`src/rtl/pit_pkg.sv`:
```
package pit_pkg;
    parameter int CNT_W  = 16;
    parameter int MODE_W = 3;

    typedef enum logic [MODE_W-1:0] {
        PIT_TC_LEVEL = 3'd0,
        PIT_ONESHOT  = 3'd1,
        PIT_RATE     = 3'd2,
        PIT_SQUARE   = 3'd3,
        PIT_SW_STROBE = 3'd4,
        PIT_HW_STROBE = 3'd5
    } pit_mode_e;

    typedef struct packed {
        pit_mode_e        mode;
        logic [CNT_W-1:0] cnt;
        logic [CNT_W-1:0] reload;
        logic             run;
        logic             loaded;
        logic             out;
    } pit_state_t;

    localparam pit_state_t PIT_RST = '{
        mode: PIT_TC_LEVEL, cnt: '0, reload: '0, run: 1'b0, loaded: 1'b0, out: 1'b0
    };

    // codes 6 and 7 fold onto 2 and 3
    function automatic pit_mode_e pit_decode(input logic [MODE_W-1:0] code);
        logic [MODE_W-1:0] m;
        m = (code[2] && code[1]) ? {1'b0, code[1:0]} : code;
        return pit_mode_e'(m);
    endfunction
endpackage

```
`src/rtl/pit_edge.sv`:
```
module pit_edge (
    input  logic clk,
    input  logic rst_n,
    input  logic sig,
    output logic rise
);
    logic sig_q;

    always_ff @(posedge clk or negedge rst_n) begin
        if (!rst_n) sig_q <= 1'b0;
        else        sig_q <= sig;
    end

    assign rise = sig & ~sig_q;
endmodule

```
`src/rtl/pit_halves.sv`:
```
module pit_halves #(
    parameter int W = 16
) (
    input  logic [W-1:0] val,
    output logic [W-1:0] hi,
    output logic [W-1:0] lo
);
    assign lo = val >> 1;
    assign hi = val - lo;
endmodule

```
`src/rtl/prog_interval_timer.sv`:
```
module prog_interval_timer
    import pit_pkg::*;
(
    input  logic              clk,
    input  logic              rst_n,
    input  logic              wr_mode,
    input  logic [MODE_W-1:0] mode_in,
    input  logic              wr_count,
    input  logic [CNT_W-1:0]  count_in,
    input  logic              gate,
    output logic              out
);
    pit_state_t       st_d, st_q;
    logic             gate_rise;
    logic [CNT_W-1:0] half_src, half_hi, half_lo;
    logic             trig_mode;
    logic             en_dec;
    logic             term;

    pit_edge u_edge (
        .clk  (clk),
        .rst_n(rst_n),
        .sig  (gate),
        .rise (gate_rise)
    );

    // one splitter serves both the write path and the reload path
    assign half_src = wr_count ? count_in : st_q.reload;

    pit_halves #(.W(CNT_W)) u_halves (
        .val(half_src),
        .hi (half_hi),
        .lo (half_lo)
    );

    assign trig_mode = (st_q.mode == PIT_ONESHOT) || (st_q.mode == PIT_HW_STROBE);
    assign en_dec    = st_q.run && (trig_mode || gate);
    assign term      = en_dec && (st_q.cnt == CNT_W'(1));

    always_comb begin
        st_d = st_q;
        if (wr_mode) begin
            st_d.mode   = pit_decode(mode_in);
            st_d.run    = 1'b0;
            st_d.loaded = 1'b0;
            st_d.out    = (pit_decode(mode_in) != PIT_TC_LEVEL);
        end else if (wr_count) begin
            st_d.reload = count_in;
            st_d.loaded = 1'b1;
            case (st_q.mode)
                PIT_TC_LEVEL: begin
                    st_d.cnt = count_in;
                    st_d.run = 1'b1;
                    st_d.out = 1'b0;
                end
                PIT_RATE, PIT_SW_STROBE: begin
                    st_d.cnt = count_in;
                    st_d.run = 1'b1;
                    st_d.out = 1'b1;
                end
                PIT_SQUARE: begin
                    st_d.cnt = half_hi;
                    st_d.run = 1'b1;
                    st_d.out = 1'b1;
                end
                default: ;
            endcase
        end else if (gate_rise && st_q.loaded && trig_mode) begin
            st_d.cnt = st_q.reload;
            st_d.run = 1'b1;
            st_d.out = (st_q.mode != PIT_ONESHOT);
        end else begin
            // a strobe lasts one clock
            if (!st_q.out && ((st_q.mode == PIT_RATE) || (st_q.mode == PIT_SW_STROBE)
                              || (st_q.mode == PIT_HW_STROBE)))
                st_d.out = 1'b1;
            if (term) begin
                case (st_q.mode)
                    PIT_RATE: begin
                        st_d.cnt = st_q.reload;
                        st_d.out = 1'b0;
                    end
                    PIT_SQUARE: begin
                        st_d.out = ~st_q.out;
                        st_d.cnt = st_q.out ? half_lo : half_hi;
                    end
                    PIT_SW_STROBE, PIT_HW_STROBE: begin
                        st_d.cnt = '0;
                        st_d.run = 1'b0;
                        st_d.out = 1'b0;
                    end
                    default: begin
                        st_d.cnt = '0;
                        st_d.run = 1'b0;
                        st_d.out = 1'b1;
                    end
                endcase
            end else if (en_dec) begin
                st_d.cnt = st_q.cnt - CNT_W'(1);
            end
        end
    end

    always_ff @(posedge clk or negedge rst_n) begin
        if (!rst_n) st_q <= PIT_RST;
        else        st_q <= st_d;
    end

    assign out = st_q.out;
endmodule

```
`config.mk`:
```
export PLATFORM = sky130hd
export DESIGN_NAME = prog_interval_timer
export DESIGN_NICKNAME = d
export VERILOG_FILES = /design/src/rtl/pit_pkg.sv /design/src/rtl/pit_edge.sv /design/src/rtl/pit_halves.sv /design/src/rtl/prog_interval_timer.sv
export SDC_FILE = /design/constraint.sdc
export NUM_CORES = 1
export LEC_CHECK = 0
export BUFFER_PORTS_ARGS = -buffer_cell sky130_fd_sc_hd__buf_4
export CORE_MARGIN = 4
export CORE_UTILIZATION = 60
export CTS_BUF_LIST = sky130_fd_sc_hd__clkbuf_4 sky130_fd_sc_hd__clkbuf_8
export CTS_CLUSTER_SIZE = 8
export DETAILED_ROUTE_END_ITERATION = 12
export MAX_ROUTING_LAYER = met4
export PLACE_DENSITY = 0.79
export SLEW_MARGIN = 25
export SYNTH_ARGS = -nofsm -noshare
export SYNTH_HDL_FRONTEND = slang
export SYNTH_SLANG_ARGS = --single-unit
```
`constraint.sdc`:
```
create_clock -name clk -period 3.72 [get_ports clk]
set_input_delay 0.558 -clock clk [delete_from_list [all_inputs] [get_ports clk]]
set_output_delay 0.558 -clock clk [all_outputs]
set_load 0.005 [all_outputs]
```
## After elaboration in Yosys (flattened, before gate mapping)

Index checks and enable logic that the tools add are counted.

| operators by class | value |
|---|---|
| add/subtract/negate cells | 2 |
| multipliers | 0 |
| div/mod/pow operators | 0 |
| $lt $le $gt $ge | 0 |
| equal/unequal tests | 11 |
| shift-type cells | 0 |
| muxes and demuxes | 22 |
| bitwise operators | 4 |
| reduce and logical (&&, ||, !) cells | 25 |

Operators with widths:

| operator | number |
|---|---|
| two-way mux 16 bit | 6 |
| one-hot mux 16 bit (2 select lines) | 2 |
| equality test 16 x 1 -> 1 bit, second input constant | 1 |
| subtractor 16 x 1 -> 16 bit, second input constant | 1 |
| subtractor 16 x 15 -> 16 bit | 1 |
| two-way mux 1 bit | 10 |
| OR reduction 3 bit | 3 |
| nonzero test 4 bit | 2 |
| equality test 3 x 2 -> 1 bit, second input constant | 2 |
| equality test 3 bit, second input constant | 2 |
| logical AND 1 bit | 6 |
| two-way mux 3 bit | 2 |
| AND reduction 3 bit | 2 |
| nonzero test 5 bit | 1 |
| logical OR 1 bit | 4 |
| != test 4 x 1 -> 1 bit, second input constant | 1 |
| != test 4 x 3 -> 1 bit, second input constant | 1 |
| one-hot mux 1 bit (2 select lines) | 2 |
| OR reduction 4 bit | 1 |
| equality test 3 x 1 -> 1 bit, second input constant | 1 |
| zero test 3 bit | 1 |
| != test 3 x 1 -> 1 bit, second input constant | 1 |
| != test 3 x 2 -> 1 bit, second input constant | 1 |
| != test 3 bit, second input constant | 1 |
| 7 further kinds | 9 |

| storage, ports and cells | value |
|---|---|
| register bits after elaboration | 39 |
| bits in latches | 0 |
| bits in writable memories | 0 |
| ROM bits | 0 |
| bits of input ports | 24 |
| output and inout bits | 1 |
| word-level logic and storage cells | 71 |
| memories kept | 0 |

## Depth between registers and ports, before layout

Gate-level depths: netlist (run 1).

| depth | value |
|---|---|
| word-level depth | 9 |
| gate-level depth with buffers | 16 |

## Cells and area by module

From an unflattened synthesis (run 1), not the netlist that was laid out.

| second synthesis, totals | value |
|---|---|
| cell total of the unflattened synthesis | 497 |
| area, all modules | 4,176.5 sq um |

Modules (own cells, without submodules):

| module | times used | cells an instance | area each (sq um) | sequential area each (sq um) |
|---|---|---|---|---|
| prog_interval_timer | 1 | 349 | 3,166.8 | 950.9 |
| pit_halves | 1 | 146 | 970.9 | 0.0 |
| pit_edge | 1 | 2 | 38.8 | 25.0 |

## Worst setup path after synthesis (run 1)

OpenSTA, ideal clock, no wires.

| timing path | value |
|---|---|
| kind | input-to-reg |
| from | in wr_count |
| to | reg st_q[31] (netlist name) |
| setup time | 0.077 ns |
| arrival | 3.616 ns |
| required time | 3.643 ns |
| slack | 0.027 ns |
| cell stages on the path | 16 |
| path buffers | 4 |
| path through | clkbuf_1 > buf_2 > buf_2 > buf_2 > nor2b_1 > a21oi_1 > ha_1 > inv_1 > fa_1 > a211oi_1 > o211a_1 > nor2_1 > o311ai_0 > mux2i_1 > a21oi_1 > a21oi_1 |

| on the way | value |
|---|---|
| cells in the longest elaborated chain, start to end | 7 |
| elaborated cells between the ends (all ways) | 11 |

RTL lines:

| element | line | source |
|---|---|---|
| start: declaration | prog_interval_timer.sv:8 | `input logic wr_count,` |
| two-way mux 16 bit | -- |  |
| subtractor 16 x 15 -> 16 bit | pit_halves.sv:9 | `assign hi = val - lo;` |
| two-way mux 16 bit | prog_interval_timer.sv:85 | `st_d.cnt = st_q.out ? half_lo : half_hi;` |
| one-hot mux 16 bit (2 select lines) | prog_interval_timer.sv:78 | `case (st_q.mode)` |
| two-way mux 16 bit | prog_interval_timer.sv:77 | `if (term) begin` |
| two-way mux 16 bit | prog_interval_timer.sv:68 | `end else if (gate_rise && st_q.loaded && trig_mode) begin` |
| two-way mux 16 bit | prog_interval_timer.sv:47 | `end else if (wr_count) begin` |
| end signal: assignment | prog_interval_timer.sv:106 | `else st_q <= st_d;` |
| end: declaration | prog_interval_timer.sv:13 | `pit_state_t st_d, st_q;` |

Parallel ways exist; a longest one is shown, timed or not.
A chain may end at the register's enable or synchronous reset.

## Worst setup path after layout (run 1)

| timing path | value |
|---|---|
| from | in wr_count |
| to | reg st_q[33] (netlist name) |

| on the way | value |
|---|---|
| cells in the longest elaborated chain, start to end | 7 |
| elaborated cells between the ends (all ways) | 11 |

RTL lines:

| element | line | source |
|---|---|---|
| two-way mux 16 bit (*) | -- |  |
| named net half_lo[0] | prog_interval_timer.sv:15 | `logic [CNT_W-1:0] half_src, half_hi, half_lo;` |
| subtractor 16 x 15 -> 16 bit (*) | pit_halves.sv:9 |  |
| two-way mux 16 bit | prog_interval_timer.sv:85 |  |
| one-hot mux 16 bit (2 select lines) | prog_interval_timer.sv:78 |  |
| two-way mux 16 bit | prog_interval_timer.sv:77 |  |
| two-way mux 16 bit | prog_interval_timer.sv:68 |  |
| two-way mux 16 bit (*) | prog_interval_timer.sv:47 |  |

The timed path passes the listed nets; every way through them passes the cells marked *.

==> results of run 1 <==
-- critical path: stages --
cell	delay (ns)
buf_4	0.22
nand2b_1	0.23
nand2_1	0.18
ha_1	0.17
inv_1	0.04
fa_1	0.41
a211oi_1	0.31
o211a_1	0.25
o211ai_1	0.15
a221oi_1	0.56
xnor2_1	0.20
o211ai_1	0.12
a21oi_1	0.13
-- flip-flops by register name, summed over array words and instances (netlist names) --
register	count
out	1
st_q	37
u_edge.sig_q	1
-- cell usage after synthesis, drive strengths merged, types with 4 or more instances --
library cell  count  area (um2)
nand4             4        25.0
xnor2            12         105
dfrtp            39         976
nor2             43         171
clkbuf           18        67.6
nor3             17        85.1
a31oi            10        62.6
xor2              4        35.0
nand2            44         165
o31ai             5        42.5
mux2i            15         150
a21oi            40         200
nor4              8        77.6
nor2b             7        46.3
mux2             21         236
o211ai            8        60.1
nand2b            7        43.8
o21ai            41         205
ha               18         225
a21o              7        52.6
buf              10        53.8
o21a              7        52.6
a221oi            8        76.3
inv              26        97.6
a22oi             4        30.0
a211oi           13         103
nand3             7        40.0
-- final cells by class --
class	count	area, um2
fill	532	2030
multi-input combinational	402	2750
clock inverter	2	60.1
timing repair buffer	36	270
tap	77	96.3
inverter	26	97.6
clock buffer	6	76.3
sequential	39	976
-- power groups by stage --
stage,clock network (mW),registers (mW),logic (mW)
floorplan,0,0.585,0.640
global placement,0,0.627,0.807
global route,0.463,0.639,0.936
detailed placement,0,0.630,0.824
finish,0.447,0.627,0.852
CTS,0.452,0.621,0.830
-- per-layer routing --
metal  wire length (um)  share of wire, %  vias to the layer above  GRT usage [%]
met4                367               3.0                        0           10.8
met1               5580                46                     1956           46.7
met5                  0                 0                        -              -
li1                   -                 -                     1898              -
met2               5220                43                      217           46.0
met3               1090               8.9                       42           6.18
-- path summary, 6_finish.rpt --
path / startpoint / to / slack (ns) / depth (start not counted)
worst max-delay path: wr_count / st_q[33] / 0.42 / 13
worst min-delay path: rst_n / u_edge.sig_q / 0.23 / 1
worst max register to register: st_q[3] / st_q[33] / 0.57 / 12
worst min register to register: st_q[3] / st_q[3] / 0.54 / 1
max in group asynchronous: rst_n / st_q[24] / 3.12 / 1
min in group clk: gate / u_edge.sig_q / 0.42 / 1
-- cell families after synthesis --
group / after synthesis
adder cells (fa/ha/maj): 19
multiplexers: 36
flip-flops: 39
XOR/XNOR: 16
AO/OA/AOI/OAI: 180
buffers and inverters: 54
AND/OR/NAND/NOR: 151
-- metrics by stage --
step / cell area [um2] / setup slack, ns / utilization (%) / std cells / power, mW
final: 4320 / 0.415 / 68.1 / 588 / 1.93
after global routing: 4320 / 0.172 / 68.1 / 588 / 2.04
after CTS: 4320 / 0.505 / 68.1 / 588 / 1.90
after detailed placement: 4190 / 0.186 / 65.9 / 580 / 1.45
after global placement: 4190 / 0.286 / 65.9 / 580 / 1.43
after floorplan: 3940 / 0.0271 / - / 495 / 1.22
==> out/qor.yml, run 1 <==
logic_synthesis:
  syn_inst: 495
  synth_edf_count: 0
  ys_seq_area_share_pct: 24.8
  synth-compound-area-share_pct: 30.7
  synth-simple-area-share_pct: 19.4
  syn_area_per_cell_um2: 7.96
  ys_ff_latch: 39
  yosys_warnings: 0
  synth_nets: 538
  synth_xor_area_share_pct: 3.56
  synth_top_family_by_area: "compound AO/OA/AOI/OAI gates"
  synth_adder_area_share_pct: 6.22
  netlist_area_um2: 3940
  synthFlopType: "dfrtp_1"
  muxShareOfSynthArea_pct: 9.81
  ys_types: 76
  synthArstFlopShare_pct: 100
flow_run:
  cap_violations: 0
worst_setup_path:
  crit_arrival_ns: 3.54
  end_kind: "register"
  cp_data_required_time_ns: 3.95
  crit_path_start_kind: "primary input"
  crit_fanout: 27
  worstSetupPathType: "in2reg"
routing:
  wl_mm: 12.3
  vias: 4113
  first_pass_iters: 6
  wl_per_cell_um: 20.9
  ant_nets: 0
  via_per_inst: 6.99
  drt_iter0_markers: 345
  drc: 0
placed_design:
  place.gp.congestion: 0.946
  place_hpwl_mm: 9.01
  io_buffers: 24
power:
  p_leak_nw: 1.81
  pwr-share-clk_pct: 23.2
  powerDensity_nw_per_um2: 445
  peakVddDrop_mv: 0.241
  pwr-share-comb_pct: 44.2
  p_int_mw: 1.13
  p_seq_share_pct: 32.6
  p_sw_mw: 0.795
  power.share.switching_pct: 41.3
global_routing:
  grt-ovfl-total: 0
  grt_first_pass_wirelength_mm: 19.4
  grt_max_degree: 40
  grt_use_total_pct: 32.6
  grt_pass1_vias: 3748
  grt_antenna_before_repair: 0
floorplan:
  rows: 29
  die_h_um: 89.1
  initial_core_util_pct: 62.1
  fp.dieW_um: 89.1
  die_area_um2: 7930
  coreArea_um2: 6350
  pin_count: 25
clocking:
  cts_tree: "done"
  post_cts_resized: 0
  clk_latency_ns: 0.30
  hold_buffers: 0
  htree_levels: 2
  root_buffer: "clkbuf_8"
  clock-sinks: 39
  clk_path_buf_depth: 2
  clkTransAtPathRegs_ns: 0.09
  post_cts_buffers: 0
  numCtsBuffers: 5
timing:
  worst_pin_slew_ns: 1.01
  hold_violations: 0
  maxSlewHeadroom_pct: 32.7
  fmax_mhz: 303
  holdWs_ns: 0.229
  drv_slew: 0
  clock_skew_ns: 0.0102
  period_needed_ns: 3.30
  fin_crit_sh_pct: 88.8
  fin_setup_tns_ns: 0
  setup_viol: 0
  grt_setup_unrepaired: "no"
final_layout:
  insertedDiodeCount: 0
  syn2layout_area_growth_pct: 9.68
  drive_gt1_share_pct: 15.5
  fin_nets: 553
  mostFrequentLayoutCell: "nand2_1"
  mostFrequentLayoutCells: "nand2_1 (44), nor2_1 (41), a21oi_1 (40), dfrtp_1 (39), buf_4 (36)"
run_status:
  status: "finished clean"
worst_hold_path:
  min-delay-path-class: "in2async"
Power figures use the tool's default switching activity.
==> run 2, diff against run 1 <==
Settings changed: BUFFER_PORTS_ARGS -buffer_cell sky130_fd_sc_hd__buf_4 to -buffer_cell sky130_fd_sc_hd__buf_2.
Clock period 3.72 ns to 3.3 ns, I/O delays scaled along.
==> out/qor.yml, run 2 (same netlist as run 1, synthesis figures left out) <==
worst_setup_path:
  rr_startpoint: "st_q[3]"
  startpoint: "wr_count"
  cp_data_required_time_ns: 3.45  # -0.50 ns
  crit_path_start_kind: "primary input"
  rr_endpoint: "st_q[31]"
  end_kind: "register"
  crit_fanout: 14  # -48%
  crit_arrival_ns: 3.18  # -0.36 ns
  rr_worst_depth: 12  # unchanged
  worstSetupPathType: "in2reg"
  r2r_slack_ns: 0.45  # -0.12 ns
placed_design:
  post-place-ws_ns: 0.000300  # -0.186 ns
  placed_area_um2: 4270  # +2.0%
  io_buffers: 24  # unchanged
  dp.cells: 596  # +2.8%
  place_hpwl_mm: 9.22  # +2.3%
  place.gp.congestion: 0.964  # +1.8%
timing:
  setup_slack_ns: 0.269  # -0.146 ns
  fin_crit_sh_pct: 91.9
  holdWs_ns: 0.158  # -0.0708 ns
  setup_viol: 0  # unchanged
  grt_setup_unrepaired: "no"
  maxSlewHeadroom_pct: 47.2  # +15 points
  drv_slew: 0  # unchanged
  hold_violations: 0  # unchanged
  fmax_mhz: 330
  period_needed_ns: 3.03
  fin_setup_tns_ns: 0  # unchanged
  worst_pin_slew_ns: 0.783  # -0.223 ns
  clock_skew_ns: 0.00445  # -0.00574 ns
final_layout:
  largest-register: "st_q"
  drive_gt1_share_pct: 18.8  # +3.3 points
  insertedDiodeCount: 0  # unchanged
  syn2layout_area_growth_pct: 12.0
  largest_reg_flops: 37  # unchanged
  mostFrequentLayoutCell: "nand2_1"
  final_cells: 605  # +2.9%
  mostFrequentLayoutCells: "nand2_1 (44), nor2_1 (41), a21oi_1 (39), dfrtp_1 (39), o21ai_0 (34)"
  stdcell_area_um2: 4420  # +2.1%
  fin_nets: 570  # +3.1%
flow_run:
  cap_violations: 0  # unchanged
global_routing:
  grt_antenna_before_repair: 0  # unchanged
  grt_pass1_vias: 3842  # +2.5%
  grt_first_pass_wirelength_mm: 20.1  # +3.7%
  grt_max_degree: 40  # unchanged
  grt_use_total_pct: 33.8  # +1.2 points
  grt-ovfl-total: 0  # unchanged
clocking:
  post_cts_resized: 0  # unchanged
  hold_buffers: 0  # unchanged
  post_cts_buffers: 0  # unchanged
  clk_path_buf_depth: 2  # unchanged
  clkTransAtPathRegs_ns: 0.08  # about the same
  root_buffer: "clkbuf_8"
  numCtsBuffers: 5  # unchanged
  htree_levels: 2  # unchanged
  clock-sinks: 39  # unchanged
  clk_latency_ns: 0.30  # about the same
  cts_tree: "done"
routing:
  drt_iter0_markers: 476  # +38%
  vias: 4150  # +0.90%
  wl_mm: 12.5  # +2.1%
  drc: 0  # unchanged
  first_pass_iters: 6  # unchanged
  wl_per_cell_um: 20.7  # -0.79%
  via_per_inst: 6.86  # -1.9%
  ant_nets: 0  # unchanged
floorplan:
  fp.dieW_um: 89.1  # unchanged
  coreArea_um2: 6350  # unchanged
  die_area_um2: 7930  # unchanged
  rows: 29  # unchanged
  die_h_um: 89.1  # unchanged
  pin_count: 25  # unchanged
  initial_core_util_pct: 62.1  # unchanged
power:
  peakVddDrop_mv: 0.314  # +30%
  powerDensity_nw_per_um2: 488  # +9.5%
  p_leak_nw: 1.88  # +3.9%
worst_hold_path:
  min-delay-path-class: "in2async"
run_status:
  status: "finished clean"
[run 2: report_power, final]
| part | switching (mW) | leakage (nW) | total [mW] | internal [mW] |
|---|---|---|---|---|
| Clock | 0.187 | 0.0612 | 0.432 | 0.245 |
| Sequential | 0.141 | 0.457 | 0.708 | 0.567 |
| Combinational | 0.584 | 1.36 | 1.02 | 0.431 |
| Total | 0.912 | 1.88 | 2.15 | 1.24 |
[run 2: layout make-up]
cell class	count	area [um2]
Clock buffer	6	82.6
Clock inverter	2	35.0
Fill cell	537	1930
Inverter	26	97.6
Multi-Input combinational cell	402	2760
Sequential cell	39	976
Tap cell	77	96.3
Timing Repair Buffer	53	370
[run 2: worst max-delay path by stage]
stage / end / slack (ns) / cells after the start
3_3_place_gp: st_q[32] / 0.08 / 11
2_1_floorplan: st_q[31] / 0.04 / 16
3_5_place_dp: st_q[32] / 0.0003 / 12
6_report: st_q[32] / 0.27 / 12
4_1_cts: st_q[32] / 0.31 / 12
5_1_grt: st_q[32] / 0.06 / 12
[run 2: metal layers]
metal  share of wire (%)  wire, um  GRT usage (%)
met1                  43      5330           47.2
met2                  44      5550           51.1
met3                  11      1390           6.73
met4                 2.0       253           7.31
met5                   0         0              -
[run 2: metrics by stage]
| step | power [mW] | utilization, % |
|---|---|---|
| after floorplan | 1.39 | - |
| after global placement | 1.67 | 67.3 |
| after detailed placement | 1.69 | 67.3 |
| after CTS | 2.12 | 69.1 |
| after global routing | 2.29 | 69.5 |
| final | 2.15 | 69.5 |
[run 2: worst max-delay path: stages]
cell and delay [ns]:
buf_2 0.31, mux2i_1 0.29, inv_1 0.10, ha_1 0.37, a21o_1 0.19, a211oi_1 0.21
buf_4 0.15, a211oi_1 0.08, o2111ai_1 0.23, o41ai_1 0.11, nor4_1 0.45, o221ai_1 0.20
==> run 3, diff against run 2 <==
Settings changed: GPL_ROUTABILITY_DRIVEN set to 0, SETUP_SLACK_MARGIN set to 0.3.
==> out/qor.yml, run 3 (same netlist as run 1, synthesis figures left out) <==
clocking:
  post_cts_buffers: 0  # unchanged
  htree_levels: 2  # unchanged
  clk_latency_ns: 0.30  # about the same
  cts_tree: "done"
  numCtsBuffers: 5  # unchanged
  clkTransAtPathRegs_ns: 0.08  # about the same
  clock-sinks: 39  # unchanged
  clk_path_buf_depth: 2  # unchanged
  root_buffer: "clkbuf_8"
final_layout:
  fin_nets: 566  # -0.70%
  insertedDiodeCount: 0  # unchanged
  mostFrequentLayoutCells: "nand2_1 (43), nor2_1 (40), dfrtp_1 (39), a21oi_1 (36), o21ai_0 (34)"
  largest_reg_flops: 37  # unchanged
  largest-register: "st_q"
  drive_gt1_share_pct: 20.8  # +2.1 points
  syn2layout_area_growth_pct: 12.9
  mostFrequentLayoutCell: "nand2_1"
  stdcell_area_um2: 4450  # +0.77%
worst_hold_path:
  min-delay-path-class: "in2async"
timing:
  grt_setup_unrepaired: "no"
  fin_crit_sh_pct: 87.7  # -4.1 points
  setup_slack_ns: 0.404  # +0.136 ns
  hold_violations: 0  # unchanged
  period_needed_ns: 2.90  # -0.136 ns
  setup_viol: 0  # unchanged
  clock_skew_ns: 0.00676  # +0.00231 ns
  worst_pin_slew_ns: 0.982  # +0.199 ns
  fmax_mhz: 345  # +4.7%
  maxSlewHeadroom_pct: 33.6  # -14 points
  drv_slew: 0  # unchanged
worst_setup_path:
  rr_endpoint: "st_q[32]"
  cp_data_required_time_ns: 3.46  # about the same
  rr_startpoint: "st_q[5]"
  crit_path_start_kind: "primary input"
  crit_fanout: 17  # +3
  slowest_stage: "nor4_1"
  end_kind: "register"
  crit_cells: 11  # -1
  critical-path-top-delay-family: "simple AND/OR/NAND/NOR gates"
  path_cells: "buf_6 -> buf_8 -> mux2_2 -> ha_1 -> and2_1 -> nor2_1 -> o21ai_0 -> o2111ai_1 -> o41ai_1 -> nor4_1 -> o221ai_1"
  worstSetupPathType: "in2reg"
  crit_path_max_incr_delay_ns: 0.48  # +0.03 ns
  crit_arrival_ns: 3.06  # -0.12 ns
  endpoint: "st_q[32]"
  rr_worst_depth: 10  # -2
  critPathBufInv: 2  # -1
  startpoint: "wr_count"
  r2r_slack_ns: 0.48  # +0.03 ns
placed_design:
  placed_area_um2: 4250  # -0.38%
  io_buffers: 24  # unchanged
  post-place-ws_ns: -0.130  # -0.130 ns
  place_hpwl_mm: 8.81  # -4.4%
routing:
  vias: 4131  # -0.46%
  drc: 0  # unchanged
  wl_mm: 12.0  # -4.0%
  drt_iter0_markers: 480  # +0.84%
  wl_per_cell_um: 20.0  # -3.4%
  first_pass_iters: 8  # +2
  via_per_inst: 6.87  # +0.20%
  ant_nets: 0  # unchanged
flow_run:
  cap_violations: 0  # unchanged
power:
  powerDensity_nw_per_um2: 475  # -2.6%
  p_seq_share_pct: 33.2  # +0.4 points
  pwr-share-clk_pct: 17.9  # -2.1 points
  peakVddDrop_mv: 0.248  # -21%
  pwr-share-comb_pct: 48.8  # +1.7 points
  p_int_mw: 1.19  # -4.0%
  p_sw_mw: 0.920  # +0.92%
  p_leak_nw: 1.86  # -1.1%
  power.share.switching_pct: 43.5  # +1.2 points
floorplan:
  fp.dieW_um: 89.1  # unchanged
  die_h_um: 89.1  # unchanged
  coreArea_um2: 6350  # unchanged
  die_area_um2: 7930  # unchanged
  pin_count: 25  # unchanged
  initial_core_util_pct: 62.1  # unchanged
  rows: 29  # unchanged
global_routing:
  grt_max_degree: 40  # unchanged
  grt_antenna_before_repair: 0  # unchanged
  grt_pass1_vias: 3837  # -0.13%
  grt_use_total_pct: 32.9  # -0.90 points
  grt-ovfl-total: 0  # unchanged
  grt_first_pass_wirelength_mm: 19.5  # -3.1%
run_status:
  status: "finished clean"
[run 3: cell count changes in the layout (fill, tap and decap cells not counted), moves of 2 or more]
| cell | delta |
|---|---|
| a21oi_1 | -3 |
| a21oi_2 | +2 |
| buf_4 | -4 |
| a211oi_4 | +2 |
| a221oi_2 | +3 |
| a221oi_1 | -3 |
[run 3: layer usage]
layer / vias up / part of all wire (%) / routed length (um) / global-route usage (%)
li1: 1920 / - / - / -
met1: 1913 / 42 / 5090 / 45.1
met2: 252 / 45 / 5360 / 48.7
met3: 46 / 9.5 / 1150 / 5.07
met4: 0 / 3.5 / 425 / 13.4
met5: - / 0 / 0 / -
[run 3: area by class of cell]
type | count | area, um2
Clock inverter | 1 | 7.51
Clock buffer | 7 | 96.3
Tap cell | 77 | 96.3
Multi-Input combinational cell | 402 | 2840
Inverter | 26 | 97.6
Fill cell | 496 | 1900
Timing Repair Buffer | 49 | 334
Sequential cell | 39 | 976
[run 3: how the worst min path moves through the flow]
stage,endpoint,from,slack (ns),cells past startpoint
after floorplan,out,rst_n,0.20,0
after global placement,st_q[1],st_q[1],0.51,2
after detailed placement,st_q[3],st_q[3],0.53,1
after CTS,st_q[20],rst_n,0.35,1
after global routing,st_q[34],rst_n,0.07,1
final,st_q[34],rst_n,0.06,1
[run 3: power groups by stage]
stage / Combinational, mW / Clock [mW] / Sequential [mW]
2_1_floorplan: 0.745 / 0 / 0.659
3_3_place_gp: 0.948 / 0 / 0.699
3_5_place_dp: 0.969 / 0 / 0.704
4_1_cts: 0.976 / 0.377 / 0.694
5_1_grt: 1.13 / 0.396 / 0.716
6_report: 1.03 / 0.379 / 0.702
[run 3: metrics by stage]
step                      utilization (%)  setup TNS, ns  hold WS [ns]  std cells  power, mW
after detailed placement             67.0         -0.229         0.529        592       1.67
after global routing                 70.1              0        0.0680        601       2.24
after CTS                            68.7              0         0.354        600       2.05
final                                70.1              0        0.0557        601       2.11
after floorplan                         -              0         0.199        495       1.40
after global placement               67.0        -0.0659         0.514        592       1.65
[run 3: what timing repair did]
| action | CTS | global route |
|---|---|---|
| hold buffers | 0 | 0 |
| pin swaps | 1 | 5 |
| hold endpoints to repair | 0 | 0 |
| gates resized for setup | 1 | 15 |
| setup endpoints to repair | 2 | 10 |
